`src/rtl/bpar_pkg.sv`:
```
package bpar_pkg;
    // Plan for the clock that follows a phase
    typedef enum logic [1:0] {
        SLOT_IDLE  = 2'd0,
        SLOT_DRIVE = 2'd1,
        SLOT_CHECK = 2'd2
    } slot_e;
endpackage

```
`src/rtl/bpar_tree.sv`:
```
module bpar_tree #(
    parameter int AD_W   = 32,
    parameter int CBE_W  = 4,
    parameter int LANE_W = 8
) (
    input  logic [AD_W-1:0]  addr_data,
    input  logic [CBE_W-1:0] cmd_be,
    output logic             parity
);
    localparam int LANES = AD_W / LANE_W;

    logic [LANES-1:0] lane_x;

    generate
        for (genvar g = 0; g < LANES; g++) begin : g_lane
            assign lane_x[g] = ^addr_data[g*LANE_W +: LANE_W];
        end
    endgenerate

    // Every lane and every command/enable bit counts, whatever the enables say
    assign parity = (^lane_x) ^ (^cmd_be);
endmodule

```
`src/rtl/bpar_role.sv`:
```
module bpar_role
    import bpar_pkg::*;
(
    input  logic  phase_valid,
    input  logic  phase_is_addr,
    input  logic  is_initiator,
    input  logic  is_write,
    output slot_e slot_next
);
    always_comb begin
        slot_next = SLOT_IDLE;
        if (phase_valid) begin
            if (phase_is_addr) begin
                if (is_initiator) slot_next = SLOT_DRIVE;
            end else begin
                unique case ({is_initiator, is_write})
                    2'b11:   slot_next = SLOT_DRIVE;  // initiator write
                    2'b00:   slot_next = SLOT_DRIVE;  // target read
                    2'b01:   slot_next = SLOT_CHECK;  // target write
                    default: slot_next = SLOT_IDLE;   // initiator read
                endcase
            end
        end
    end
endmodule

```
`src/rtl/bpar_unit.sv`:
```
module bpar_unit
    import bpar_pkg::*;
#(
    parameter int AD_W  = 32,
    parameter int CBE_W = 4
) (
    input  logic             clk,
    input  logic             rst_n,
    input  logic [AD_W-1:0]  addr_data,
    input  logic [CBE_W-1:0] cmd_be,
    input  logic             phase_valid,
    input  logic             phase_is_addr,
    input  logic             is_initiator,
    input  logic             is_write,
    input  logic             par_in,
    input  logic             err_clr,
    output logic             par_out,
    output logic             par_oe,
    output logic             err_pulse,
    output logic             err_sticky
);
    slot_e slot_q, slot_d;
    logic  par_calc;
    logic  par_q;
    logic  err_q, sticky_q;
    logic  mismatch;

    bpar_tree #(.AD_W(AD_W), .CBE_W(CBE_W), .LANE_W(8)) tree_i (
        .addr_data (addr_data),
        .cmd_be    (cmd_be),
        .parity    (par_calc)
    );

    bpar_role role_i (
        .phase_valid   (phase_valid),
        .phase_is_addr (phase_is_addr),
        .is_initiator  (is_initiator),
        .is_write      (is_write),
        .slot_next     (slot_d)
    );

    // State register: plan and parity for the trailing clock
    always_ff @(posedge clk or negedge rst_n) begin
        if (!rst_n) begin
            slot_q <= SLOT_IDLE;
            par_q  <= 1'b0;
        end else begin
            slot_q <= slot_d;
            par_q  <= par_calc;
        end
    end

    assign mismatch = (par_in != par_q);

    // Error pulse and sticky status
    always_ff @(posedge clk or negedge rst_n) begin
        if (!rst_n) begin
            err_q    <= 1'b0;
            sticky_q <= 1'b0;
        end else begin
            err_q <= (slot_q == SLOT_CHECK) && mismatch;
            if ((slot_q == SLOT_CHECK) && mismatch) sticky_q <= 1'b1;
            else if (err_clr)                        sticky_q <= 1'b0;
        end
    end

    // Outputs decoded from the slot state
    always_comb begin
        par_oe  = 1'b0;
        par_out = 1'b0;
        unique case (slot_q)
            SLOT_DRIVE: begin
                par_oe  = 1'b1;
                par_out = par_q;
            end
            SLOT_CHECK: ;
            default:    ;
        endcase
    end

    assign err_pulse  = err_q;
    assign err_sticky = sticky_q;
endmodule

```
`config.mk`:
```
export PLATFORM = sky130hd
export DESIGN_NAME = bpar_unit
export DESIGN_NICKNAME = d
export VERILOG_FILES = /design/src/rtl/bpar_pkg.sv /design/src/rtl/bpar_tree.sv /design/src/rtl/bpar_role.sv /design/src/rtl/bpar_unit.sv
export SDC_FILE = /design/constraint.sdc
export NUM_CORES = 1
export LEC_CHECK = 0
export BUFFER_PORTS_ARGS = -buffer_cell sky130_fd_sc_hd__buf_2
export CAP_MARGIN = 20
export CORE_MARGIN = 2
export CORE_UTILIZATION = 40
export CTS_BUF_LIST = sky130_fd_sc_hd__clkbuf_8
export CTS_CLUSTER_DIAMETER = 60
export DETAILED_ROUTE_END_ITERATION = 6
export PLACE_DENSITY_LB_ADDON = 0.12
export SKIP_CTS_REPAIR_TIMING = 1
export SYNTH_ARGS = -nofsm -noshare
export SYNTH_HDL_FRONTEND = slang
export SYNTH_HIERARCHICAL = 1
export SYNTH_SLANG_ARGS = --single-unit
```
`constraint.sdc`:
```
create_clock -name clk -period 1.4 [get_ports clk]
set_input_delay 0.21 -clock clk [delete_from_list [all_inputs] [get_ports clk]]
set_output_delay 0.21 -clock clk [all_outputs]
set_load 0.02 [all_outputs]
```
# Yosys cells after proc, flatten, opt, wreduce, memory -nomap -nowiden
# Index checks and enable logic that the tools add are counted.
# totals
output_inout_bits	4
register_bits	5
elab_cells	28
inputBits	44
# classes
bitwise	1
n_reduce_logical	10
n_eq_ne	5
mux	8
# ops
cell	n
$reduce_xor 8->1	4
$reduce_xor 4->1	2
$mux 1	5
$eq 2x1->1 const B	2
$eq 2x2->1 const B	2
$mux 2	2
$pmux 2 s2	1
$logic_not 2->1	1
$reduce_bool 2->1	1
$reduce_or 2->1	1
$logic_and 1x1->1	1
$ne 1x1->1	1
$xor 1x1->1	1

# Logic depth before layout (Yosys ltp)
# logic_depth
word_depth	5
mapped_depth	5
mapped_depth_nobuf	5

# Modules after synthesis
# Netlist, hierarchy kept.
# by_module_without_submodules
mod	seq_area_each_um2	cells_per_inst	area_per_inst_um2	n_inst
bpar_tree	0.0	34	311.5	1
bpar_unit	125.1	12	177.7	1
bpar_role	0.0	6	40.0	1

# Worst setup path after synthesis
# OpenSTA, ideal clock, no wires.
# synth_timing
path_type	in2reg
from	input addr_data[28]
to	register par_q
t_arrival_ns	1.196
setup_slack_ns	0.082
setup_ns	0.123
cell_stages	5
path_cell_list	xor2_1 xnor2_1 xnor2_1 xnor3_1 xnor2_1
# synth_via
elab_chain_len	3
# synth_lines
item	line	source
from (decl)	bpar_unit.sv:9	input logic [AD_W-1:0] addr_data,
$reduce_xor 8->1	bpar_tree.sv:16	assign lane_x[g] = ^addr_data[g*LANE_W +: LANE_W];
$reduce_xor 4->1	bpar_tree.sv:21	assign parity = (^lane_x) ^ (^cmd_be);
$xor 1x1->1	bpar_tree.sv:21	
named net par_calc	bpar_unit.sv:23	logic par_calc;
to (signal assigned)	bpar_unit.sv:49	par_q <= par_calc;
to (decl)	bpar_unit.sv:24	logic par_q;
# The timed path passes the listed nets, and every way through them passes these cells.
# A chain may end at the register's enable or synchronous reset.

# Final worst setup path
# layout_timing
from	register slot_q[0]
to	output par_out
# layout_via
elab_chain_len	2
# layout_lines
item	line	source
from (decl)	bpar_unit.sv:22	slot_e slot_q, slot_d;
from (signal assigned)	bpar_unit.sv:48	slot_q <= slot_d;
$eq 2x1->1	bpar_unit.sv:71	unique case (slot_q)
$mux 1	bpar_unit.sv:71	
to (decl)	bpar_unit.sv:17	output logic par_out,
# No other way between the ends.

==> results.py <==
metrics = {
    "critical_path": {
        "crit_type": "register to output port",
        "crit_chain": "nor2b_2 > and2_1 > buf_2",
        "crit_path_top_delay_cell": "dfrtp_1",
        "end_kind": "output port",
        "worstPathRequired_ps": 1190,
        "critPathMaxStageDelay_ps": 390,
        "cp-start-kind": "register",
        "arrival_ps": 1060,
        "critPathMaxFanout": 3,
    },
    "placement": {
        "hpwl_um": 946,
        "dpl_cell_area_um2": 783,
        "gp_congestion": 0.572,
        "dp_slack_ps": -88.3,
        "portBuffers": 47,
    },
    "cts": {
        "insertion_delay_ps": 220,
        "cts.sinks": 5,
        "numCtsBuffers": 3,
        "clk_pin_slew_worst_paths_ps": 40,
        "htreeDepth": 1,
        "tritoncts": "done",
        "clock_path_buffers": 2,
        "cts-root-buf": "clkbuf_8",
    },
    "route": {
        "drc": 0,
        "ant_nets": 0,
        "wl_mm": 1.05,
        "via_count": 523,
        "first_pass_iters": 2,
        "avgViaCountPerCell": 4.39,
        "wl_per_cell_um": 8.80,
        "drtIter0Drc": 1,
    },
    "cells_and_area": {
        "stdcell_area_um2": 838,
        "nets": 150,
        "drive_gt1_frac": 0.510,
        "layout_common_cells": "47 x buf_2, 30 x xnor2_1, 5 x dfrtp_1",
        "diodes": 0,
        "layout_commonest_cell": "buf_2",
        "area_delta_synth_final_pct": 58.4,
        "final.fill_count": 119,
        "postLayoutCoreUtil": 0.661,
    },
    "sta": {
        "finalSetupTns_ps": 0,
        "setup_viol": 0,
        "rsz0062_at_grt": "no",
        "layout_min_cycle_time_ps": 1270,
        "finalWorstSetupSlack_ps": 132,
        "fin_crit_sh": 0.905,
        "maxSlewViolCount": 0,
        "fin_skew_ps": 4.91,
        "worst_pin_slew_ps": 243,
        "fmaxAchievable_ghz": 0.789,
        "finalHoldViolations": 0,
        "maxSlewHeadroom": 0.837,
    },
    "global_route": {
        "grt_pass1_vias": 447,
        "grt_max_degree": 6,
        "antenna_found_initial": 0,
        "grt_pass1_wl_mm": 1.47,
        "overflow": 0,
        "grt_use_total": 0.135,
    },
    "synthesis": {
        "ys_ff_latch": 5,
        "synth.distinct_cells": 15,
        "ys.warnings.count": 6,
        "synth.cell_area_um2": 529,
        "syn_avg_cell_area_um2": 10.2,
        "netlist_instances": 52,
        "yosysSeqAreaShare": 0.236,
        "synth_nets": 97,
    },
    "min_path": {
        "holdCritPathClass": "primary input to register",
    },
    "run_status": {
        "status": "completed",
    },
    "die": {
        "start_util": 0.417,
        "dieArea_um2": 1630,
        "num_rows": 13,
        "die_y_um": 40.4,
        "dieWidth_um": 40.4,
        "coreArea_um2": 1270,
        "ioPinCount": 48,
    },
    "power": {
        "powerDensity_nw_per_um2": 1030,
        "power_mw": 0.865,
        "max-vdd-ir-drop_mv": 0.689,
        "p_leak_nw": 0.419,
    },
    "flow_run": {
        "drv_cap": 0,
    },
}
## final timing paths
check	startpoint	slack, ps	end	depth (start not counted)
min in group asynchronous	rst_n	360	slot_q[1]$_DFF_PN0_	2
setup reg to reg	par_q$_DFF_PN0_	540	err_sticky$_DFFE_PN0P_	2
hold reg to reg	slot_q[0]$_DFF_PN0_	470	err_pulse$_DFF_PN0_	1
max in group asynchronous	rst_n	910	err_sticky$_DFFE_PN0P_	2
setup / recovery	slot_q[0]$_DFF_PN0_	130	par_out	3
hold / removal	phase_is_addr	170	slot_q[1]$_DFF_PN0_	2
## state kept, by name (all words and copies together), names as in the netlist
| signal | flops |
|---|---|
| slot_q | 2 |
| par_q | 1 |
| err_sticky | 1 |
| err_pulse | 1 |
## area by class of cell
cell class | count | area (µm²) | area share
Multi-Input combinational cell | 44 | 393 | 0.469
Timing Repair Buffer | 48 | 245 | 0.293
Sequential cell | 5 | 125 | 0.149
Clock buffer | 3 | 41.3 | 0.0493
Tap cell | 15 | 18.8 | 0.0224
Inverter | 3 | 11.3 | 0.0134
Clock inverter | 1 | 3.75 | 0.00448
## synthesized netlist by cell type
| cell | n | share of area |
|---|---|---|
| dfrtp_1 | 5 | 0.24 |
| xnor3_1 | 1 | 0.043 |
| and2_1 | 1 | 0.012 |
| o32ai_2 | 1 | 0.031 |
| ha_1 | 1 | 0.024 |
| inv_1 | 2 | 0.014 |
| nor2b_1 | 1 | 0.012 |
| inv_2 | 1 | 0.0071 |
| nor3_1 | 1 | 0.0094 |
| nor2_1 | 1 | 0.0071 |
| nand2_1 | 1 | 0.0071 |
| xor2_1 | 4 | 0.066 |
| nor2b_2 | 1 | 0.017 |
| xnor2_1 | 30 | 0.50 |
| mux2i_1 | 1 | 0.019 |
## cell families (layout without fill, tap and decap cells)
| kind of cell | Yosys count | count (layout) | share of synthesized area |
|---|---|---|---|
| compound gates | 1 | 1 | 0.0307 |
| xor+xnor | 35 | 35 | 0.605 |
| fa+ha+maj | 1 | 1 | 0.0236 |
| buf+inv | 3 | 55 | 0.0213 |
| flops | 5 | 5 | 0.236 |
| mux | 1 | 1 | 0.0189 |
| simple gates | 6 | 6 | 0.0638 |
## critical path, delay by kind of cell, from the launching register on
kind | cells | cell delay, ps
buffers and inverters | 1 | 150
flip-flops | 1 | 390
AND/OR/NAND/NOR | 2 | 300
## per-layer routing
metal	part of all wire	routed length, µm	track usage	vias up
li1	-	-	-	263
met1	0.30	319	0.121	237
met2	0.60	633	0.278	23
met3	0.090	94	0.0333	0
met4	0	0	0.0500	0
met5	0	0	0	-
## report_power, final
group	internal [mW]	total (mW)	leakage [nW]	switching [mW]
Combinational	0.262	0.424	0.326	0.162
Clock	0.188	0.256	0.0269	0.0686
Sequential	0.171	0.184	0.0659	0.0131
## stage by stage
step / cells / hold slack, ps
after floorplan: 52 / -85.6
after global placement: 114 / 27.8
after detailed placement: 114 / 30.3
after CTS: 118 / -202
after global routing: 119 / 175
final: 119 / 170
Note: power is estimated with default switching activity, not from simulation.
